### src/rtl/flag_ofs_pkg.sv
package flag_ofs_pkg;
  // Register part addressed by the write and read pointers; the order is behaviour.
  typedef enum logic [1:0] {
    SLOT_E_LO = 2'd0,
    SLOT_E_HI = 2'd1,
    SLOT_F_LO = 2'd2,
    SLOT_F_HI = 2'd3
  } slot_e;

  typedef struct packed {
    logic mem_wr;
    logic mem_rd;
    logic reg_wr;
    logic reg_rd;
    logic shift;
  } op_t;
endpackage

### src/rtl/flag_ofs_decode.sv
module flag_ofs_decode
  import flag_ofs_pkg::*;
(
  input  logic ld,
  input  logic wen_n,
  input  logic ren_n,
  input  logic sen_n,
  input  logic serial_mode,
  output op_t  op
);
  always_comb begin
    op = '0;
    if (!ld) begin
      op.mem_wr = !wen_n;
      op.mem_rd = !ren_n;
    end else begin
      op.reg_wr = !wen_n && !serial_mode;
      op.reg_rd = !ren_n;
      op.shift  = wen_n && ren_n && !sen_n && serial_mode;
    end
  end
endmodule

### src/rtl/flag_ofs_regs.sv
module flag_ofs_regs
  import flag_ofs_pkg::*;
#(
  parameter int OFS_W  = 17,
  parameter int LO_W   = 16,
  parameter int DATA_W = 18,
  parameter logic [OFS_W-1:0] DEF_SER = 'h3FF,
  parameter logic [OFS_W-1:0] DEF_PAR = 'h07F
) (
  input  logic              clk,
  input  logic              rst_n,
  input  logic              ld,
  input  logic              reg_wr,
  input  logic              shift,
  input  logic              sdin,
  input  logic [DATA_W-1:0] din,
  output logic              serial_mode,
  output logic [OFS_W-1:0]  empty_ofs,
  output logic [OFS_W-1:0]  full_ofs
);
  localparam int HI_W = OFS_W - LO_W;
  localparam int CH_W = 2 * OFS_W;

  logic [CH_W-1:0] chain_q, chain_wr;
  slot_e           wr_ptr_q;
  logic            serial_q;
  logic [OFS_W-1:0] def_val;

  assign def_val = ld ? DEF_SER : DEF_PAR;

  // Parallel write image: only the addressed part is replaced.
  always_comb begin
    chain_wr = chain_q;
    case (wr_ptr_q)
      SLOT_E_LO: chain_wr[0 +: LO_W]             = din[LO_W-1:0];
      SLOT_E_HI: chain_wr[LO_W +: HI_W]          = din[HI_W-1:0];
      SLOT_F_LO: chain_wr[OFS_W +: LO_W]         = din[LO_W-1:0];
      default:   chain_wr[OFS_W + LO_W +: HI_W]  = din[HI_W-1:0];
    endcase
  end

  always_ff @(posedge clk) begin
    if (!rst_n) begin
      serial_q <= ld;
      chain_q  <= {def_val, def_val};
      wr_ptr_q <= SLOT_E_LO;
    end else if (shift) begin
      chain_q <= {sdin, chain_q[CH_W-1:1]};
    end else if (reg_wr) begin
      chain_q  <= chain_wr;
      wr_ptr_q <= slot_e'(wr_ptr_q + 2'd1);
    end
  end

  assign serial_mode = serial_q;
  assign empty_ofs   = chain_q[OFS_W-1:0];
  assign full_ofs    = chain_q[CH_W-1:OFS_W];


  reset_default_chk: assert property (@(posedge clk) disable iff (!rst_n)
    $rose(rst_n) |-> (chain_q == {2{(serial_q ? DEF_SER : DEF_PAR)}}));


  idle_hold_chk: assert property (@(posedge clk) disable iff (!rst_n)
    !(reg_wr || shift) |=> $stable(chain_q));


  method_gate_chk: assert property (@(posedge clk) disable iff (!rst_n)
    (serial_q && !reg_wr) || (!serial_q && !shift));


  mode_hold_chk: assert property (@(posedge clk) disable iff (!rst_n)
    rst_n |=> $stable(serial_q));
endmodule

### src/rtl/flag_ofs_readback.sv
module flag_ofs_readback
  import flag_ofs_pkg::*;
#(
  parameter int OFS_W  = 17,
  parameter int LO_W   = 16,
  parameter int DATA_W = 18
) (
  input  logic              clk,
  input  logic              rst_n,
  input  logic              reg_rd,
  input  logic [OFS_W-1:0]  empty_ofs,
  input  logic [OFS_W-1:0]  full_ofs,
  output logic [DATA_W-1:0] rd_data,
  output logic              rd_valid
);
  localparam int HI_W = OFS_W - LO_W;

  slot_e             rd_ptr_q;
  logic [DATA_W-1:0] sel_word;

  always_comb begin
    case (rd_ptr_q)
      SLOT_E_LO: sel_word = DATA_W'(empty_ofs[LO_W-1:0]);
      SLOT_E_HI: sel_word = DATA_W'(empty_ofs[LO_W +: HI_W]);
      SLOT_F_LO: sel_word = DATA_W'(full_ofs[LO_W-1:0]);
      default:   sel_word = DATA_W'(full_ofs[LO_W +: HI_W]);
    endcase
  end

  always_ff @(posedge clk) begin
    if (!rst_n) begin
      rd_ptr_q <= SLOT_E_LO;
      rd_data  <= '0;
      rd_valid <= 1'b0;
    end else begin
      rd_valid <= reg_rd;
      if (reg_rd) begin
        rd_data  <= sel_word;
        rd_ptr_q <= slot_e'(rd_ptr_q + 2'd1);
      end
    end
  end


  valid_follow_chk: assert property (@(posedge clk) disable iff (!rst_n)
    reg_rd |=> rd_valid);


  data_hold_chk: assert property (@(posedge clk) disable iff (!rst_n)
    !reg_rd |=> (!rd_valid && $stable(rd_data)));
endmodule

### src/rtl/flag_offset_prog.sv
module flag_offset_prog
  import flag_ofs_pkg::*;
#(
  parameter int OFS_W  = 17,
  parameter int LO_W   = 16,
  parameter int DATA_W = 18,
  parameter logic [OFS_W-1:0] DEF_SER = 'h3FF,
  parameter logic [OFS_W-1:0] DEF_PAR = 'h07F
) (
  input  logic              clk,
  input  logic              rst_n,
  input  logic              ld_i,
  input  logic              wen_n_i,
  input  logic              ren_n_i,
  input  logic              sen_n_i,
  input  logic              sdin_i,
  input  logic [DATA_W-1:0] din_i,
  output logic              mem_wr_o,
  output logic              mem_rd_o,
  output logic [DATA_W-1:0] rd_data_o,
  output logic              rd_valid_o,
  output logic [OFS_W-1:0]  empty_ofs_o,
  output logic [OFS_W-1:0]  full_ofs_o,
  output logic              serial_mode_o
);
  op_t op;

  flag_ofs_decode u_decode (
    .ld          (ld_i),
    .wen_n       (wen_n_i),
    .ren_n       (ren_n_i),
    .sen_n       (sen_n_i),
    .serial_mode (serial_mode_o),
    .op          (op)
  );

  flag_ofs_regs #(
    .OFS_W   (OFS_W),
    .LO_W    (LO_W),
    .DATA_W  (DATA_W),
    .DEF_SER (DEF_SER),
    .DEF_PAR (DEF_PAR)
  ) u_regs (
    .clk         (clk),
    .rst_n       (rst_n),
    .ld          (ld_i),
    .reg_wr      (op.reg_wr),
    .shift       (op.shift),
    .sdin        (sdin_i),
    .din         (din_i),
    .serial_mode (serial_mode_o),
    .empty_ofs   (empty_ofs_o),
    .full_ofs    (full_ofs_o)
  );

  flag_ofs_readback #(
    .OFS_W  (OFS_W),
    .LO_W   (LO_W),
    .DATA_W (DATA_W)
  ) u_readback (
    .clk       (clk),
    .rst_n     (rst_n),
    .reg_rd    (op.reg_rd),
    .empty_ofs (empty_ofs_o),
    .full_ofs  (full_ofs_o),
    .rd_data   (rd_data_o),
    .rd_valid  (rd_valid_o)
  );

  assign mem_wr_o = op.mem_wr;
  assign mem_rd_o = op.mem_rd;


  mem_keeps_ofs_chk: assert property (@(posedge clk) disable iff (!rst_n)
    !ld_i |=> ($stable(empty_ofs_o) && $stable(full_ofs_o) && !rd_valid_o));
endmodule

### config.mk
export PLATFORM = sky130hd
export DESIGN_NAME = flag_offset_prog
export DESIGN_NICKNAME = d
export VERILOG_FILES = /design/src/rtl/flag_ofs_pkg.sv /design/src/rtl/flag_ofs_decode.sv /design/src/rtl/flag_ofs_regs.sv /design/src/rtl/flag_ofs_readback.sv /design/src/rtl/flag_offset_prog.sv
export SDC_FILE = /design/constraint.sdc
export NUM_CORES = 1
export LEC_CHECK = 0
export BUFFER_PORTS_ARGS = -buffer_cell sky130_fd_sc_hd__buf_2
export CORE_MARGIN = 2
export CORE_UTILIZATION = 55
export CTS_CLUSTER_SIZE = 28
export DETAILED_ROUTE_END_ITERATION = 7
export PLACE_DENSITY = 0.93
export SLEW_MARGIN = 20
export SYNTH_ARGS = -nofsm -noshare
export SYNTH_HDL_FRONTEND = slang
export SYNTH_SLANG_ARGS = --single-unit
### constraint.sdc
create_clock -name clk -period 3.7 [get_ports clk]
set_clock_uncertainty 0.1 [all_clocks]
set_input_delay 0.37 -clock clk [delete_from_list [all_inputs] [get_ports clk]]
set_output_delay 0.37 -clock clk [all_outputs]
set_load 0.02 [all_outputs]
* Word-level counts from Yosys, hierarchy flattened
Index checks and enable logic that the tools add are counted.
Cells by class: $add $sub $neg 2, bitwise gates (word level) 1, mux-type cells 11, equal/unequal tests 9, reductions and logical operators 16
Operator list (count):
- $mux 34 | 3
- $pmux 16 s3 | 1
- $mux 16 | 2
- $ne 3x1->1 const B | 4
- $mux 10 | 1
- $reduce_and 2->1 | 5
- $add 2x1->2 const B | 2
- $eq 2x1->1 const B | 2
- $eq 2x2->1 const B | 2
- $logic_and 1x1->1 | 4
- $logic_not 1->1 | 4
- $logic_not 2->1 | 2
- $mux 3 | 1
- $ne 3x2->1 const B | 1
- $reduce_or 3->1 | 1
- $mux 1 | 2
- $mux 2 | 1
- $not 1->1 | 1
Word-level totals: output and inout bits 56, bits of input ports 25, logic and storage cells 48, register bits 58

* Longest topological paths before layout
Gate-level depths: netlist of the first run.
depth in word-level cells 7, mapped depth 7, mapped depth without buffers 5

* Hierarchy
Synthesis of the first run repeated with hierarchy kept, for this count alone.
Second synthesis, totals: cell total of the unflattened synthesis 237, area, all modules 2578.7 sq um
By module, submodules not included:
- flag_ofs_regs | cells an instance 138, sequential area each 1091.0 sq um, times used 1, area each 1681.6 sq um
- flag_ofs_readback | cells an instance 93, sequential area each 380.4 sq um, times used 1, area each 858.3 sq um
- flag_ofs_decode | cells an instance 6, sequential area each 0.0 sq um, times used 1, area each 38.8 sq um

* Worst setup path after synthesis of the first run
Ideal clock, no wire load.
path type reg-to-reg, start reg u_regs.serial_q (netlist: u_regs.serial_mode), end reg u_regs.chain_q[0] (enable), setup time 416 ps, arrival time 1542 ps, cell stages (with the launch flop) 6, clock period less this slack 2058 ps, buffers on the path 2, path slack 1642 ps, data required time 3184 ps, cells stage by stage edfxtp_1 -> and4b_1 -> buf_4 -> buf_4 -> nand2_1 -> nand3_1
Between the ends: longest elaborated chain between the ends 5, elaborated cells on any way between the ends 7, those cells by class eq/ne: 2; mux: 1; reduce/logical: 4
Ends and longest elaborated chain:
- from (decl) | RTL line flag_ofs_regs.sv:26 | logic serial_q;
- from (signal assigned) | RTL line flag_ofs_regs.sv:44 | serial_q <= ld;
- $logic_not 1->1 | RTL line flag_ofs_decode.sv:17 | op.reg_wr = !wen_n && !serial_mode;
- $logic_and 1x1->1 | RTL line flag_ofs_decode.sv:17
- $mux 3 (*) | RTL line flag_ofs_decode.sv:13 | if (!ld) begin
- $ne 3x1->1 (no source line)
- $reduce_and 2->1 (no source line) (*)
- to (signal assigned) | RTL line flag_ofs_regs.sv:45 | chain_q <= {def_val, def_val};
- to (signal assigned) | RTL line flag_ofs_regs.sv:48 | chain_q <= {sdin, chain_q[CH_W-1:1]};
- to (signal assigned) | RTL line flag_ofs_regs.sv:50 | chain_q <= chain_wr;
- to (decl) | RTL line flag_ofs_regs.sv:24 | logic [CH_W-1:0] chain_q, chain_wr;
Every way passes the cells marked *; elsewhere a longest branch is shown, timed or not. A chain may end at the register's enable or synchronous reset.

* Worst setup path in the final report of the first run
start reg u_regs.serial_q (netlist: u_regs.serial_mode), end reg u_regs.chain_q[17], data pin
Between the ends: longest elaborated chain between the ends 4
Ends and longest elaborated chain:
- $logic_and 1x1->1 | RTL line flag_ofs_decode.sv:19 | op.shift = wen_n && ren_n && !sen_n && serial_mode;
- $mux 3 | RTL line flag_ofs_decode.sv:13
- $mux 34 | RTL line flag_ofs_regs.sv:47 | end else if (shift) begin
- $mux 34 | RTL line flag_ofs_regs.sv:43 | if (!rst_n) begin
No other way between the ends.

==> flow_metrics.env, run 1 <==
export IMPL_avgSynthCellArea_um2=10.3
export IMPL_required_ns=3.65
export IMPL_grt_pass1_wl_um=9960
export IMPL_synth_edff_count=35
export IMPL_io_pins=81
export IMPL_cts_made_buffers=5
export IMPL_slew_headroom_pct=39.7
export IMPL_synth_distinct_cells=26
export IMPL_areaGrowthSynthToFinish_pct=17.8
export IMPL_synth_cells=257
export IMPL_clock_latency_ns=0.32
export IMPL_cts_sinks=56
export IMPL_dominantRegCellSynth="edfxtp_1"
export IMPL_seq_area_frac_synth_pct=55.8
export IMPL_port_buffers=76
export IMPL_p_leak_nw=1.25
export IMPL_start_util_pct=56.6
export IMPL_drt_iter0_drc=162
export IMPL_hold_class="input port to flip-flop"
export IMPL_dp_cells=366
export IMPL_place_congestion=0.775
export IMPL_antenna_found_initial=0
export IMPL_route_vias_total=2305
export IMPL_synth_area_mm2=0.00264
export IMPL_worst_slew_pin_slew_ns=0.900
export IMPL_share_seq_of_total_power_pct=53.8
export IMPL_endpoint_kind="flip-flop"
export IMPL_drtAntennaViolNets=0
export IMPL_remaining_drc_errors=0
export IMPL_power_density_mw_per_mm2=443
export IMPL_arrival_ns=2.03
export IMPL_vias_per_cell=6.16
export IMPL_synth_seq_cells=56
export IMPL_startpoint_type="flip-flop"
export IMPL_dp_hpwl_um=4490
export IMPL_routed_wl_um=6560
export IMPL_die_area_mm2=0.00537
export IMPL_cts_clk_slew_worst_paths_ns=0.10
export IMPL_grt_start_max_net_pins=38
export IMPL_yosysWarnings=0
export IMPL_cts_tree="built"
export IMPL_diodes=0
export IMPL_setup_violations=0
export IMPL_cts_max_path_buffers=2
export IMPL_timing_worst_setup_path_type="flip-flop to flip-flop"
export IMPL_drive_gt1_share_pct=27.8
export IMPL_maxCapViolations=0
export IMPL_grt_use_total_pct=24.6
export IMPL_async_flop_share_pct=0
export IMPL_fin_nets=352
export IMPL_rsz0062_at_grt="false"
export IMPL_power_switching_uw=390
export IMPL_grt_pass1_vias=2055
export IMPL_coreArea_mm2=0.00466
export IMPL_cts_root_buf="clkbuf_8"
export IMPL_hold_viol_final=0
export IMPL_cts_setup_buffers=0
export IMPL_status="finished, final reports clean"
export IMPL_wl_per_cell_um=17.5
export IMPL_clock_fmax_ghz=0.479
export IMPL_swShare_pct=28.3
export IMPL_final_min_clock_period_ns=2.09
export IMPL_clock_power_share_pct=29.0
export IMPL_dr_pass1_iters=5
export IMPL_power_frac_comb_pct=17.3
export IMPL_final_max_slew_viol_count=0
export IMPL_path_max_fanout=16
export IMPL_cts_resized=0
export IMPL_htree_levels=2
export IMPL_dieHeight_um=73.3
export IMPL_grt_ovfl_total=0
export IMPL_p_int_uw=987
export IMPL_post_route_period_util_pct=56.5
export IMPL_instances_no_fill=374
export IMPL_setup_tns_ns=0
export IMPL_dieWidth_um=73.3
export IMPL_peakVddDrop_mv=0.250
export IMPL_row_count=25
export IMPL_holdBufCountCts=0
critical path: stages, from the launching register on:
cell	delay, ns
edfxtp_1	0.41
nand4b_1	0.55
o21ai_0	0.62
nand3_1	0.14
cell usage in the layout (no fill, tap or decap), drive strengths merged:
| master | synthesis | routed |
|---|---|---|
| buf | 15 | 79 |
| nand3 | 46 | 46 |
| edfxtp | 35 | 35 |
| nor2 | 23 | 23 |
| a21oi | 22 | 22 |
| dfxtp | 21 | 21 |
| a22oi | 16 | 16 |
| o21ai | 16 | 16 |
| a22o | 15 | 15 |
| ha | 8 | 8 |
| clkbuf | 10 | 7 |
| inv | 6 | 6 |
| a31oi | 6 | 6 |
| nand2 | 6 | 6 |
| nor3b | 2 | 2 |
| xnor2 | 2 | 2 |
| mux2i | 2 | 2 |
| conb | 1 | 2 |
| clkinv | 1 | 2 |
| nand4b | 1 | 1 |
| and4b | 1 | 1 |
| nand2b | 1 | 1 |
| a221o | 1 | 1 |
flip-flops by register name (all words and copies together), names as in the netlist:
register / cells
u_readback.rd_data: 16
u_regs.serial_mode: 1
u_readback.rd_ptr_q: 2
u_regs.chain_q: 34
u_readback.rd_valid: 1
u_regs.wr_ptr_q: 2
synthesized netlist by cell type, types with 2 or more instances:
library cell | count | share of area, %
a21oi_1 | 22 | 4.2
a22o_1 | 15 | 5.0
a22oi_1 | 16 | 4.6
a31oi_1 | 6 | 1.4
buf_1 | 3 | 0.43
buf_2 | 7 | 1.3
buf_4 | 5 | 1.4
clkbuf_1 | 10 | 1.4
dfxtp_1 | 21 | 16
edfxtp_1 | 35 | 40
ha_1 | 8 | 3.8
inv_1 | 6 | 0.85
mux2i_1 | 2 | 0.76
nand2_1 | 6 | 0.85
nand3_1 | 46 | 8.7
nor2_1 | 23 | 3.3
nor3b_2 | 2 | 0.95
o21ai_0 | 14 | 2.7
o21ai_1 | 2 | 0.38
xnor2_1 | 2 | 0.66
area by class of cell:
type / count / area [µm²]
Multi-Input combinational cell: 170 / 1020
Sequential cell: 56 / 1470
Timing Repair Buffer: 79 / 403
Tap cell: 54 / 67.6
Fill cell: 362 / 1550
Clock buffer: 7 / 108
Inverter: 7 / 26.3
Clock inverter: 1 / 8.76
layer usage:
layer	vias up	track usage (%)	part of all wire [%]
met5	-	0	0
met4	0	7.00	1.1
met3	7	4.25	8.6
met2	135	38.3	49
met1	1091	35.5	41
li1	1072	-	-
cell families after synthesis:
| kind of cell | after synthesis | synth area share, % |
|---|---|---|
| compound gates | 76 | 18.5 |
| mux | 2 | 0.759 |
| simple gates | 80 | 14.7 |
| xor+xnor | 2 | 0.664 |
| fa+ha+maj | 8 | 3.79 |
| flops | 56 | 55.8 |
| other cells | 1 | 0.142 |
| buf+inv | 32 | 5.60 |
power by group through the flow:
stage          sequential (mW)  combinational, mW  clock [mW]
3_3_place_gp             0.752              0.229           0
6_report                 0.740              0.237       0.399
2_1_floorplan            0.796              0.113           0
4_1_cts                  0.739              0.236       0.400
3_5_place_dp             0.754              0.235           0
5_1_grt                  0.745              0.256       0.424
worst paths after layout:
path              slack [ns]  cells after the start                  start               endpoint
setup / recovery        1.61                      3     u_regs.serial_mode     u_regs.chain_q[17]
setup reg to reg        1.61                      3     u_regs.serial_mode     u_regs.chain_q[17]
hold / removal          0.27                      3               din_i[6]      u_regs.chain_q[6]
hold reg to reg         0.37                      2  u_readback.rd_data[0]  u_readback.rd_data[0]
stage by stage:
step	setup slack [ns]	area (µm²)	total power [mW]	util (%)	hold slack, ns
final	1.61	3110	1.38	66.7	0.269
after global routing	1.44	3110	1.42	66.7	0.281
after CTS	1.65	3110	1.38	66.7	0.269
after floorplan	1.64	2640	0.908	-	0.369
after global placement	1.46	2990	0.981	64.2	0.351
after detailed placement	1.40	2990	0.989	64.2	0.360
No activity file was read; power rests on OpenSTA's default activity.
==> inputs of run 2 (changes only) <==
--- a/config.mk
+++ b/config.mk
@@ -7,10 +7,10 @@
 export LEC_CHECK = 0
 export BUFFER_PORTS_ARGS = -buffer_cell sky130_fd_sc_hd__buf_2
 export CORE_MARGIN = 2
-export CORE_UTILIZATION = 55
+export CORE_UTILIZATION = 51
 export CTS_CLUSTER_SIZE = 28
 export DETAILED_ROUTE_END_ITERATION = 7
-export PLACE_DENSITY = 0.93
+export PLACE_DENSITY = 0.87
 export SLEW_MARGIN = 20
 export SYNTH_ARGS = -nofsm -noshare
 export SYNTH_HDL_FRONTEND = slang
==> constraint.sdc (replaced) <==
create_clock -name clk -period 2 [get_ports clk]
set_clock_uncertainty 0.1 [all_clocks]
set_input_delay 0.2 -clock clk [delete_from_list [all_inputs] [get_ports clk]]
set_output_delay 0.2 -clock clk [all_outputs]
set_load 0.02 [all_outputs]
==> flow_metrics.env, run 2 (synthesis gave the netlist of run 1 again) <==
export IMPL_status="finished, final reports clean"
export IMPL_power_density_mw_per_mm2=775
export IMPL_clock_power_share_pct=26.4
export IMPL_coreArea_mm2=0.00504
export IMPL_setup_violations=0
export IMPL_swShare_pct=30.0
export IMPL_dp_cells=396
export IMPL_drt_iter0_drc=198
export IMPL_peakVddDrop_mv=0.463
export IMPL_dieWidth_um=75.9
export IMPL_cts_sinks=56
export IMPL_startpoint_type="flip-flop"
export IMPL_post_route_period_util_pct=89.2
export IMPL_rrSetupSlack_ns=0.22
export IMPL_clock_latency_ns=0.32
export IMPL_final_min_clock_period_ns=1.78
export IMPL_arrival_ns=1.73
export IMPL_share_seq_of_total_power_pct=55.0
export IMPL_drtAntennaViolNets=0
export IMPL_regMostFlops="u_regs.chain_q"
export IMPL_slew_headroom_pct=63.6
export IMPL_instances_no_fill=404
export IMPL_dieHeight_um=75.9
export IMPL_finalWorstSetupSlack_ns=0.217
export IMPL_maxCapViolations=0
export IMPL_required_ns=1.95
export IMPL_wl_per_cell_um=16.9
export IMPL_num_fill_cells=407
export IMPL_worst_slew_pin_slew_ns=0.541
export IMPL_row_count=26
export IMPL_dr_pass1_iters=4
export IMPL_io_pins=81
export IMPL_cts_resized=0
export IMPL_grt_pass1_vias=2134
export IMPL_p_int_mw=1.74
export IMPL_route_vias_total=2346
export IMPL_cts_root_buf="clkbuf_8"
export IMPL_grt_use_total_pct=24.0
export IMPL_holdBufCountCts=0
export IMPL_cts_max_path_buffers=2
export IMPL_path_cells="nand4b_1 -> o21ai_0 -> nand3_1"
export IMPL_final_area_mm2=0.00321
export IMPL_vias_per_cell=5.81
export IMPL_clock_fmax_ghz=0.561
export IMPL_die_area_mm2=0.00577
export IMPL_top_regs="u_regs.chain_q: 34 flops, u_readback.rd_data: 16 flops"
export IMPL_p_leak_nw=1.31
export IMPL_cts_made_buffers=5
export IMPL_crit_slowest_cell="o21ai_0"
export IMPL_htree_levels=2
export IMPL_diodes=0
export IMPL_remaining_drc_errors=0
export IMPL_path_max_fanout=8
export IMPL_cts_tree="built"
export IMPL_grt_start_max_net_pins=25
export IMPL_cts_clk_slew_worst_paths_ns=0.10
export IMPL_dp_hpwl_um=5050
export IMPL_rsz0062_at_grt="false"
export IMPL_hold_class="input port to flip-flop"
export IMPL_areaGrowthSynthToFinish_pct=21.7
export IMPL_power_switching_uw=748
export IMPL_whs_ns=0.103
export IMPL_endpoint_kind="flip-flop"
export IMPL_port_buffers=76
export IMPL_grt_pass1_wl_um=11000
export IMPL_pre_cts_slack_ns=0.308
export IMPL_drive_gt1_share_pct=30.8
export IMPL_routed_wl_um=6840
export IMPL_layout_common_cells="buf_2, nand3_1, edfxtp_1"
export IMPL_largest_register_ff_count=34
export IMPL_cts_setup_buffers=0
export IMPL_place_congestion=0.838
export IMPL_max_stage_delay_ns=0.55
export IMPL_power_frac_comb_pct=18.6
export IMPL_fin_nets=366
export IMPL_placed_area_mm2=0.00312
export IMPL_grt_ovfl_total=0
export IMPL_final_max_slew_viol_count=0
export IMPL_timing_worst_setup_path_type="flip-flop to flip-flop"
export IMPL_final_common_cell="buf_2"
export IMPL_antenna_found_initial=0
export IMPL_start_util_pct=52.3
export IMPL_hold_viol_final=0
[run 2: cell types whose count changed in the layout (fill, tap and decap cells not counted)]
cell       before  now
clkbuf_8        6    5
buf_4           3   17
inv_6           0    2
clkbuf_16       1    0
[run 2: path summary, 6_finish.rpt]
path                         start               endpoint  cells after the start
max reg2reg     u_regs.serial_mode      u_regs.chain_q[0]                      3
min                       din_i[4]      u_regs.chain_q[4]                      3
min reg2reg  u_readback.rd_data[0]  u_readback.rd_data[0]                      2
max             u_regs.serial_mode      u_regs.chain_q[0]                      3
[run 2: per-stage QoR]
step | total power [mW] | utilization [%] | TNS [ns]
global route | 2.58 | 63.7 | 0
global placement | 1.84 | 61.8 | 0
floorplan | 1.68 | - | -1.86
finish | 2.49 | 63.7 | 0
detailed placement | 1.86 | 61.8 | 0
CTS | 2.50 | 63.7 | 0
[run 2: worst max-delay path: cells and delay by family (launching register included)]
family          cells  cell delay (ns)
simple gates        2             0.45
compound gates      1             0.55
flops               1             0.41
[run 2: cell type report]
cell class	count	area [µm²]	share of cell area, %
Tap cell	70	87.6	2.73
Timing Repair Buffer	93	508	15.8
Inverter	7	26.3	0.818
Sequential cell	56	1470	45.8
Multi-Input combinational cell	170	1020	31.9
Clock inverter	3	26.3	0.818
Clock buffer	5	68.8	2.14
[run 2: routing by layer]
| metal | track usage (%) | share of wire [%] | vias to the layer above |
|---|---|---|---|
| met5 | 0 | 0 | - |
| met4 | 8.36 | 1.6 | 0 |
| met3 | 5.48 | 8.7 | 11 |
| met2 | 39.2 | 50 | 116 |
| met1 | 31.6 | 40 | 1117 |
| li1 | - | - | 1102 |
[run 2: power groups by stage]
stage / clock [mW] / combinational (mW) / sequential (mW)
final: 0.656 / 0.463 / 1.37
after global routing: 0.703 / 0.497 / 1.38
after CTS: 0.664 / 0.464 / 1.37
after detailed placement: 0 / 0.461 / 1.39
after global placement: 0 / 0.446 / 1.39
after floorplan: 0 / 0.209 / 1.47
